==> src/rtl/mdio_pkg.sv <==
package mdio_pkg;
   localparam int CTL_DONE_BIT = 15;
   localparam int CTL_WR_BIT   = 13;
   localparam int ADDR_BITS    = 5;
   localparam int DATA_BITS    = 16;

   typedef struct packed {
      logic                 wr;
      logic [ADDR_BITS-1:0] phy;
      logic [ADDR_BITS-1:0] regad;
   } mdio_cmd_t;
endpackage

==> src/rtl/mdio_clkgen.sv <==
module mdio_clkgen #(
   parameter int HALF_DIV = 10
) (
   input  logic clk,
   input  logic rst_n,
   input  logic en,
   output logic mdc,
   output logic rise_stb,
   output logic fall_stb
);
   initial assert (HALF_DIV >= 1) else $fatal(1, "HALF_DIV must be at least 1");

   logic mdc_q;
   logic tick;

   generate
      if (HALF_DIV == 1) begin : g_nodiv
         assign tick = en;
      end else begin : g_div
         localparam int CW = $clog2(HALF_DIV);
         logic [CW-1:0] cnt_q;
         assign tick = en && (cnt_q == CW'(HALF_DIV - 1));
         always_ff @(posedge clk) begin
            if (!rst_n || !en || tick) cnt_q <= '0;
            else                       cnt_q <= cnt_q + 1'b1;
         end
      end
   endgenerate

   assign rise_stb = tick && !mdc_q;
   assign fall_stb = tick && mdc_q;
   assign mdc      = mdc_q;

   always_ff @(posedge clk) begin
      if (!rst_n || !en) mdc_q <= 1'b0;
      else if (tick)     mdc_q <= ~mdc_q;
   end

   assert_rise_sets_mdc_R5: assert property (@(posedge clk) disable iff (!rst_n)
      rise_stb |=> mdc);
   assert_fall_clears_mdc_R5: assert property (@(posedge clk) disable iff (!rst_n)
      fall_stb |=> !mdc);
endmodule

==> src/rtl/mdio_frame_seq.sv <==
module mdio_frame_seq
   import mdio_pkg::*;
#(
   parameter int PRE_LEN = 32
) (
   input  logic                 clk,
   input  logic                 rst_n,
   input  logic                 start,
   input  mdio_cmd_t            cmd,
   input  logic [DATA_BITS-1:0] wdata,
   input  logic                 rise_stb,
   input  logic                 fall_stb,
   input  logic                 mdio_i,
   output logic                 busy,
   output logic                 mdio_o,
   output logic                 mdio_oe,
   output logic                 done_stb,
   output logic [DATA_BITS-1:0] rdata
);
   initial assert (PRE_LEN >= 1 && PRE_LEN <= 64) else $fatal(1, "PRE_LEN out of range");

   localparam int FRAME_LEN = PRE_LEN + 32;
   localparam int TA_IDX    = PRE_LEN + 14;
   localparam int DATA_IDX  = PRE_LEN + 16;
   localparam int IW        = $clog2(FRAME_LEN);

   logic                 busy_q;
   logic                 is_rd_q;
   logic [FRAME_LEN-1:0] sh_q;
   logic [IW-1:0]        idx_q;
   logic [DATA_BITS-1:0] rx_q;
   logic                 last_bit;

   assign last_bit = (idx_q == IW'(FRAME_LEN - 1));
   assign busy     = busy_q;
   assign mdio_o   = busy_q ? sh_q[FRAME_LEN-1] : 1'b1;
   assign mdio_oe  = busy_q && !(is_rd_q && idx_q >= IW'(TA_IDX));
   assign done_stb = busy_q && fall_stb && last_bit;
   assign rdata    = rx_q;

   always_ff @(posedge clk) begin
      if (!rst_n) begin
         busy_q  <= 1'b0;
         is_rd_q <= 1'b0;
         sh_q    <= '1;
         idx_q   <= '0;
         rx_q    <= '0;
      end else if (start && !busy_q) begin
         busy_q  <= 1'b1;
         is_rd_q <= !cmd.wr;
         idx_q   <= '0;
         sh_q    <= {{PRE_LEN{1'b1}}, 2'b01,
                     (cmd.wr ? 2'b01 : 2'b10),
                     cmd.phy, cmd.regad,
                     (cmd.wr ? 2'b10 : 2'b00),
                     (cmd.wr ? wdata : {DATA_BITS{1'b0}})};
      end else if (busy_q) begin
         if (rise_stb && is_rd_q && idx_q >= IW'(DATA_IDX))
            rx_q <= {rx_q[DATA_BITS-2:0], mdio_i};
         if (fall_stb) begin
            if (last_bit) begin
               busy_q <= 1'b0;
            end else begin
               idx_q <= idx_q + 1'b1;
               sh_q  <= {sh_q[FRAME_LEN-2:0], 1'b1};
            end
         end
      end
   end

   assert_mdio_only_after_fall_R5: assert property (@(posedge clk) disable iff (!rst_n)
      (busy_q && !fall_stb) |=> $stable(mdio_o));
   assert_done_ends_busy_R3: assert property (@(posedge clk) disable iff (!rst_n)
      done_stb |=> !busy);
endmodule

==> src/rtl/mdio_cmd_engine.sv <==
module mdio_cmd_engine
   import mdio_pkg::*;
#(
   parameter int CLK_HALF_DIV  = 10,
   parameter int PREAMBLE_BITS = 32
) (
   input  logic        clk,
   input  logic        rst_n,
   input  logic        reg_wr,
   input  logic        reg_sel,
   input  logic [15:0] reg_wdata,
   output logic [15:0] ctrl_rdata,
   output logic [15:0] data_rdata,
   output logic        mdc,
   output logic        mdio_o,
   output logic        mdio_oe,
   input  logic        mdio_i
);
   mdio_cmd_t            cmd_q;
   mdio_cmd_t            cmd_new;
   logic [DATA_BITS-1:0] data_q;
   logic [DATA_BITS-1:0] rx_data;
   logic                 busy;
   logic                 start;
   logic                 done_stb;
   logic                 rise_stb;
   logic                 fall_stb;

   assign start       = reg_wr && reg_sel && !busy;
   assign cmd_new.wr    = reg_wdata[CTL_WR_BIT];
   assign cmd_new.phy   = reg_wdata[12:8];
   assign cmd_new.regad = reg_wdata[4:0];

   always_ff @(posedge clk) begin
      if (!rst_n) begin
         cmd_q  <= '0;
         data_q <= '0;
      end else begin
         if (start) cmd_q <= cmd_new;
         if (done_stb && !cmd_q.wr)    data_q <= rx_data;
         else if (reg_wr && !reg_sel)  data_q <= reg_wdata;
      end
   end

   assign ctrl_rdata = {!busy, 1'b0, cmd_q.wr, cmd_q.phy, 3'b000, cmd_q.regad};
   assign data_rdata = data_q;

   mdio_clkgen #(.HALF_DIV(CLK_HALF_DIV)) u_clk (
      .clk      (clk),
      .rst_n    (rst_n),
      .en       (busy),
      .mdc      (mdc),
      .rise_stb (rise_stb),
      .fall_stb (fall_stb)
   );

   mdio_frame_seq #(.PRE_LEN(PREAMBLE_BITS)) u_seq (
      .clk      (clk),
      .rst_n    (rst_n),
      .start    (start),
      .cmd      (cmd_new),
      .wdata    (data_q),
      .rise_stb (rise_stb),
      .fall_stb (fall_stb),
      .mdio_i   (mdio_i),
      .busy     (busy),
      .mdio_o   (mdio_o),
      .mdio_oe  (mdio_oe),
      .done_stb (done_stb),
      .rdata    (rx_data)
   );

   assert_start_clears_done_R3: assert property (@(posedge clk) disable iff (!rst_n)
      start |=> !ctrl_rdata[CTL_DONE_BIT]);
   assert_busy_ctrl_ignored_R8: assert property (@(posedge clk) disable iff (!rst_n)
      (busy && reg_wr && reg_sel) |=> $stable(ctrl_rdata[14:0]));
   assert_release_only_read_R6: assert property (@(posedge clk) disable iff (!rst_n)
      (busy && $fell(mdio_oe)) |-> !cmd_q.wr);
   assert_mdc_idle_low_R5: assert property (@(posedge clk) disable iff (!rst_n)
      !busy |-> !mdc);
endmodule

==> config.mk <==
export PLATFORM = sky130hd
export DESIGN_NAME = mdio_cmd_engine
export DESIGN_NICKNAME = d
export VERILOG_FILES = /design/src/rtl/mdio_pkg.sv /design/src/rtl/mdio_clkgen.sv /design/src/rtl/mdio_frame_seq.sv /design/src/rtl/mdio_cmd_engine.sv
export SDC_FILE = /design/constraint.sdc
export NUM_CORES = 1
export LEC_CHECK = 0
export ABC_AREA = 1
export BUFFER_PORTS_ARGS = -buffer_cell sky130_fd_sc_hd__buf_4
export CAP_MARGIN = 20
export CORE_ASPECT_RATIO = 0.75
export CORE_UTILIZATION = 25
export DETAILED_ROUTE_END_ITERATION = 10
export GPL_TIMING_DRIVEN = 1
export PLACE_DENSITY = 0.52
export SYNTH_ARGS = -nofsm -noshare
export SYNTH_HDL_FRONTEND = slang
export SYNTH_SLANG_ARGS = --single-unit
==> constraint.sdc <==
create_clock -name clk -period 1.9 [get_ports clk]
set_input_delay 0.38 -clock clk [delete_from_list [all_inputs] [get_ports clk]]
set_output_delay 0.38 -clock clk [all_outputs]
set_load 0.1 [all_outputs]
==> flow_summary.json, run 1 <==
{
  "outcome": "finished clean",
  "drv_slew": 0,
  "fin_skew_ps": 22.2,
  "cts.clk_slew.worst_paths_ps": 50,
  "routed_wl_um": 12800,
  "vias_per_cell": 4.56,
  "hold_start": "rst_n",
  "wire_per_inst_um": 13.5,
  "yosysWarnings": 0,
  "syn_area_sq_um": 4830,
  "p_leak_nw": 2.59,
  "hold_class": "primary input to flip-flop",
  "hold_viol": 0,
  "cts_tree": "yes",
  "chipWidth_um": 163,
  "grt_max_degree": 54,
  "clock_latency_ps": 430,
  "setup-violations-final": 0,
  "synthCells": 636,
  "place.gp.congestion": 0.776,
  "crit_start": "u_seq.idx_q[0]",
  "first_pass_iters": 5,
  "rsz0062_at_grt": "false",
  "grt_usage_pct": 13.7,
  "first_iter_violations": 346,
  "placed_area_sq_um": 5520,
  "dpl_worst_slack_ps": 208,
  "maxCapViolations": 0,
  "crit_arrival_ps": 1450,
  "antenna_found_initial": 0,
  "setup-tns-final_ps": 0,
  "yosysSeqAreaShare_pct": 49.7,
  "io_buffers": 51,
  "ant_nets": 0,
  "nets": 710,
  "drcViolationCount": 0,
  "ir_drop_uv": 551,
  "vias": 4306,
  "crit_path_max_fanout": 2,
  "die_y_um": 122,
  "layout-drive-gt1-share_pct": 18.2,
  "area_growth_pct": 27.5,
  "rows": 43,
  "multiInputGateArea_sq_um": 2120,
  "die_area_sq_um": 19900,
  "max_freq_ghz": 0.546,
  "grt_pass1_vias": 3996,
  "insertedDiodeCount": 0,
  "required_ps": 1520,
  "crit_type": "flip-flop to output pin",
  "grt_first_pass_wirelength_um": 21000,
  "syn_area_per_cell_sq_um": 7.60,
  "dp_hpwl_um": 8380,
  "worstMarginPinSlew_ps": 519,
  "overflow": 0,
  "layout_min_cycle_time_ps": 1830,
  "seq_area_sq_um": 2410,
  "slew-limit-headroom_pct": 65.4,
  "cts_hold_buffers": 0,
  "core-area_sq_um": 18700,
  "fin_crit_sh_pct": 96.4,
  "nFillCells": 2036,
  "cts_buffer_depth": 2,
  "ys_types": 30,
  "startpoint_type": "flip-flop",
  "yosys_register_bits": 120,
  "cts_num_sinks": 120,
  "p_per_area_nw_per_um2": 1040,
  "final_cell_mix": "nand2_1 (184), dfxtp_1 (116), nand3_1 (101), buf_4 (70), a21oi_1 (53)",
  "cts_buffers": 17,
  "cts_max_level": 4,
  "stdcell_area_sq_um": 6160,
  "setup_ws_ps": 68.1,
  "finish.utilization_pct": 32.9,
  "ios": 56,
  "r2r_start": "u_seq.idx_q[1]",
  "cp-end-kind": "output pin",
  "mostFrequentLayoutCell": "nand2_1",
  "cts_root_buffer": "clkbuf_16",
  "initial_core_util_pct": 25.8
}
-- cells in the mapped netlist --
master	count	area (sq um)
clkinv_1	2	7.51
a22oi_1	1	7.51
nor2_4	2	22.5
inv_2	4	15.0
ha_1	4	50.1
conb_1	1	3.75
nor2_2	1	6.26
o21ai_0	20	100
buf_6	1	11.3
buf_4	7	52.6
buf_2	17	85.1
o31ai_1	1	7.51
nand3_1	101	505
nand2_1	184	691
inv_1	30	113
o211ai_1	1	7.51
nor3_1	2	10.0
dfxtp_1	120	2400
clkbuf_1	21	78.8
nor2_1	9	33.8
nor3_4	1	16.3
nand2_2	2	12.5
nand3b_1	1	7.51
a31oi_1	1	6.26
or2_2	3	18.8
a21oi_1	53	265
nand4_1	41	257
buf_1	1	3.75
xnor2_1	2	17.5
nand3_2	2	20.0
-- final cells by class --
cell class	instances	share of cell area [%]
flip-flops and latches	120	39.1
multi-input cells	436	34.4
repair buffers	74	9.83
clock buffers	21	7.47
well taps	247	5.02
inverters	36	2.19
clock inverters	10	1.97
-- sequential cells by signal (all words and copies together) (netlist names) --
register           cells
ctrl_rdata            11
data_rdata            16
u_clk.g_div.cnt_q      4
u_clk.mdc              1
u_seq.busy             1
u_seq.idx_q            6
u_seq.is_rd_q          1
u_seq.rdata           16
u_seq.sh_q            64
-- routing by layer --
layer  track usage (%)  share of wire, %
met1              19.9                54
met2              18.7                40
met3              3.62               5.0
met4              5.90               1.8
met5                 0                 0
-- logic make-up (layout without fill, tap and decap cells) --
family                     Yosys count  after routing  share of synthesized area [%]
buffers and inverters               83            141                           7.58
adders and majority gates            4              4                           1.04
DFF                                120            120                           49.7
other                                1              4                         0.0776
xor gates and xnor gates             2              2                          0.362
AOI/OAI and AO/OA                   77             77                           8.15
and+or+nand+nor                    349            349                           33.1
-- metrics by stage --
| step | hold slack [ps] | instances | total power [mW] |
|---|---|---|---|
| CTS | 193 | 944 | 6.52 |
| global placement | 439 | 910 | 3.32 |
| finish | 224 | 944 | 6.43 |
| global route | 219 | 944 | 6.67 |
| detailed placement | 443 | 910 | 3.32 |
| floorplan | 421 | 639 | 3.15 |
-- critical path: stages (launching register included) --
cell     delay, ps
dfxtp_2        330
inv_2           50
ha_4           150
nor2_4          80
o21ai_2         70
a31oi_4        160
buf_12         200
-- report_power, final --
group | leakage, nW | internal (mW) | switching, mW
combinational | 1.34 | 0.156 | 0.457
clock | 0.272 | 1.99 | 1.16
sequential | 0.981 | 2.60 | 0.0589
-- repair_timing --
| item | 4_1_cts | 5_1_grt |
|---|---|---|
| endpoints found under the setup margin | 1 | 1 |
| pin swaps | 4 | 3 |
| gates resized for setup | 13 | 0 |
| buffers inserted | 3 | 0 |
| endpoints found under the hold margin | 0 | 0 |
-- final timing paths --
kind,to,slack [ps],depth (start not counted)
setup reg to reg,data_rdata[6],170,9
setup / recovery,mdio_oe,70,6
hold / removal,u_seq.sh_q[16],220,2
hold reg to reg,u_seq.sh_q[63],450,2
(Power assumes the default switching activity.)
==> run 2: changes to the inputs <==
--- a/config.mk
+++ b/config.mk
@@ -9,10 +9,10 @@
 export BUFFER_PORTS_ARGS = -buffer_cell sky130_fd_sc_hd__buf_4
 export CAP_MARGIN = 20
 export CORE_ASPECT_RATIO = 0.75
-export CORE_UTILIZATION = 25
+export CORE_UTILIZATION = 40
 export DETAILED_ROUTE_END_ITERATION = 10
 export GPL_TIMING_DRIVEN = 1
-export PLACE_DENSITY = 0.52
+export PLACE_DENSITY = 0.69
 export SYNTH_ARGS = -nofsm -noshare
 export SYNTH_HDL_FRONTEND = slang
 export SYNTH_SLANG_ARGS = --single-unit
==> flow_summary.json, run 2 (synthesis gave the netlist of run 1 again) <==
{
  "outcome": "finished clean",
  "layout_min_cycle_time_ps": 1830,
  "rsz0062_at_grt": "true",
  "crit_family": "flip-flops",
  "crit_start": "u_seq.busy",
  "worstMarginPinSlew_ps": 532,
  "dp_hpwl_um": 7940,
  "cts_tree": "yes",
  "layout-drive-gt1-share_pct": 18.3,
  "ios": 56,
  "rows": 34,
  "p_per_area_nw_per_um2": 1100,
  "power_mw": 6.73,
  "crit_path_max_fanout": 4,
  "stdcell_area_sq_um": 6120,
  "routed_wl_um": 11800,
  "reg2reg_depth": 7,
  "insertedDiodeCount": 0,
  "chipWidth_um": 129,
  "cts.clk_slew.worst_paths_ps": 50,
  "dpl_worst_slack_ps": 146,
  "crit_end": "mdio_o",
  "max_freq_ghz": 0.547,
  "final_cell_mix": "nand2_1 (184), dfxtp_1 (116), nand3_1 (101), buf_4 (72), a21oi_1 (53)",
  "wire_per_inst_um": 13.7,
  "initial_core_util_pct": 41.3,
  "drcViolationCount": 0,
  "cts_hold_buffers": 0,
  "cp_slowest_stage_delay_ps": 400,
  "startpoint_type": "flip-flop",
  "placed_area_sq_um": 5400,
  "first_iter_violations": 485,
  "cp-end-kind": "output pin",
  "place.gp.congestion": 0.822,
  "timing.rr.end": "u_seq.busy",
  "hold_viol": 0,
  "vias": 4490,
  "dp.cells": 824,
  "holdWs_ps": 235,
  "r2r_start": "u_seq.idx_q[0]",
  "ant_nets": 0,
  "fin_crit_sh_pct": 96.1,
  "worstPathCellList": "inv_2 > or2_2 > buf_4",
  "reg2reg_slack_ps": 170,
  "crit_slowest_cell": "dfxtp_1",
  "ir_drop_uv": 671,
  "setup-tns-final_ps": 0,
  "finish.utilization_pct": 52.3,
  "hold_class": "primary input to flip-flop",
  "setup_ws_ps": 73.5,
  "seq_area_sq_um": 2410,
  "overflow": 0,
  "fin_skew_ps": 8.13,
  "clock_latency_ps": 410,
  "cts_max_level": 4,
  "antenna_found_initial": 0,
  "grt_pass1_vias": 3959,
  "largest_register_ffs": 64,
  "io_buffers": 51,
  "vias_per_cell": 5.22,
  "cts_num_sinks": 120,
  "crit_arrival_ps": 1450,
  "p_leak_nw": 2.64,
  "mostFrequentLayoutCell": "nand2_1",
  "setup-violations-final": 0,
  "final_cells": 860,
  "drv_slew": 0,
  "crit_buf_inv": 2,
  "core-area_sq_um": 11700,
  "grt_usage_pct": 20.2,
  "first_pass_iters": 5,
  "die_area_sq_um": 12500,
  "multiInputGateArea_sq_um": 2120,
  "cp_num_cells": 3,
  "hold_depth": 3,
  "required_ps": 1520,
  "nFillCells": 1084,
  "die_y_um": 97.2,
  "area_growth_pct": 26.6,
  "crit_type": "flip-flop to output pin",
  "grt_first_pass_wirelength_um": 19800,
  "cts_buffers": 17,
  "cts_root_buffer": "clkbuf_16",
  "cts_buffer_depth": 2,
  "largest-register": "u_seq.sh_q",
  "nets": 712,
  "maxCapViolations": 0,
  "slew-limit-headroom_pct": 64.5,
  "grt_max_degree": 55
}
==> run 2: cell types whose count changed in the layout (fill, tap and decap cells not counted) <==
cell        change
dfxtp_2         +1
dfxtp_4         -1
buf_4           +2
clkinvlp_4      -3
inv_6           -1
clkinv_2        +2
clkinv_4        -2
bufinv_16       +3
==> run 2: worst min-delay path by stage <==
stage | start | endpoint | slack (ps)
after global placement | u_seq.sh_q[50] | u_seq.sh_q[50] | 440
after floorplan | u_seq.sh_q[63] | u_seq.sh_q[63] | 420
after global routing | reg_wdata[3] | u_seq.sh_q[21] | 240
final | reg_wdata[1] | u_seq.sh_q[19] | 230
after detailed placement | u_seq.sh_q[63] | u_seq.sh_q[63] | 440
after CTS | reg_wdata[3] | u_seq.sh_q[21] | 230
==> run 2: metal layers <==
layer,wire [um],part of all wire [%],global-route usage (%),vias to the layer above
met4,189,1.6,7.60,0
met2,4840,41,26.5,181
li1,-,-,-,2218
met5,0,0,0,-
met3,830,7.0,5.62,16
met1,5960,50,30.6,2075
==> run 2: power by group <==
group / switching [mW] / internal, mW
clock network: 1.09 / 2.37
registers: 0.0552 / 2.60
logic: 0.455 / 0.156
total: 1.60 / 5.13
==> run 2: worst register-to-register path: stages, from the launching register on <==
cell and delay, ps:
dfxtp_2 330, buf_4 120, ha_1 190, nand3_1 150, nor2_4 190, inv_1 280
o21ai_0 270, a21oi_1 90
==> run 2: timing repair <==
action,4_1_cts,5_1_grt
gates resized for setup,12,0
pin swaps,3,4
endpoints found under the setup margin,1,23
buffers inserted,2,4
==> run 2: cell type report <==
class                           count  area share (%)
Tap cell                          162            3.31
Clock buffer                       21            7.52
Multi-Input combinational cell    436            34.7
Clock inverter                      9            2.82
Sequential cell                   120            39.3
Inverter                           36            2.21
Timing Repair Buffer               76            10.1
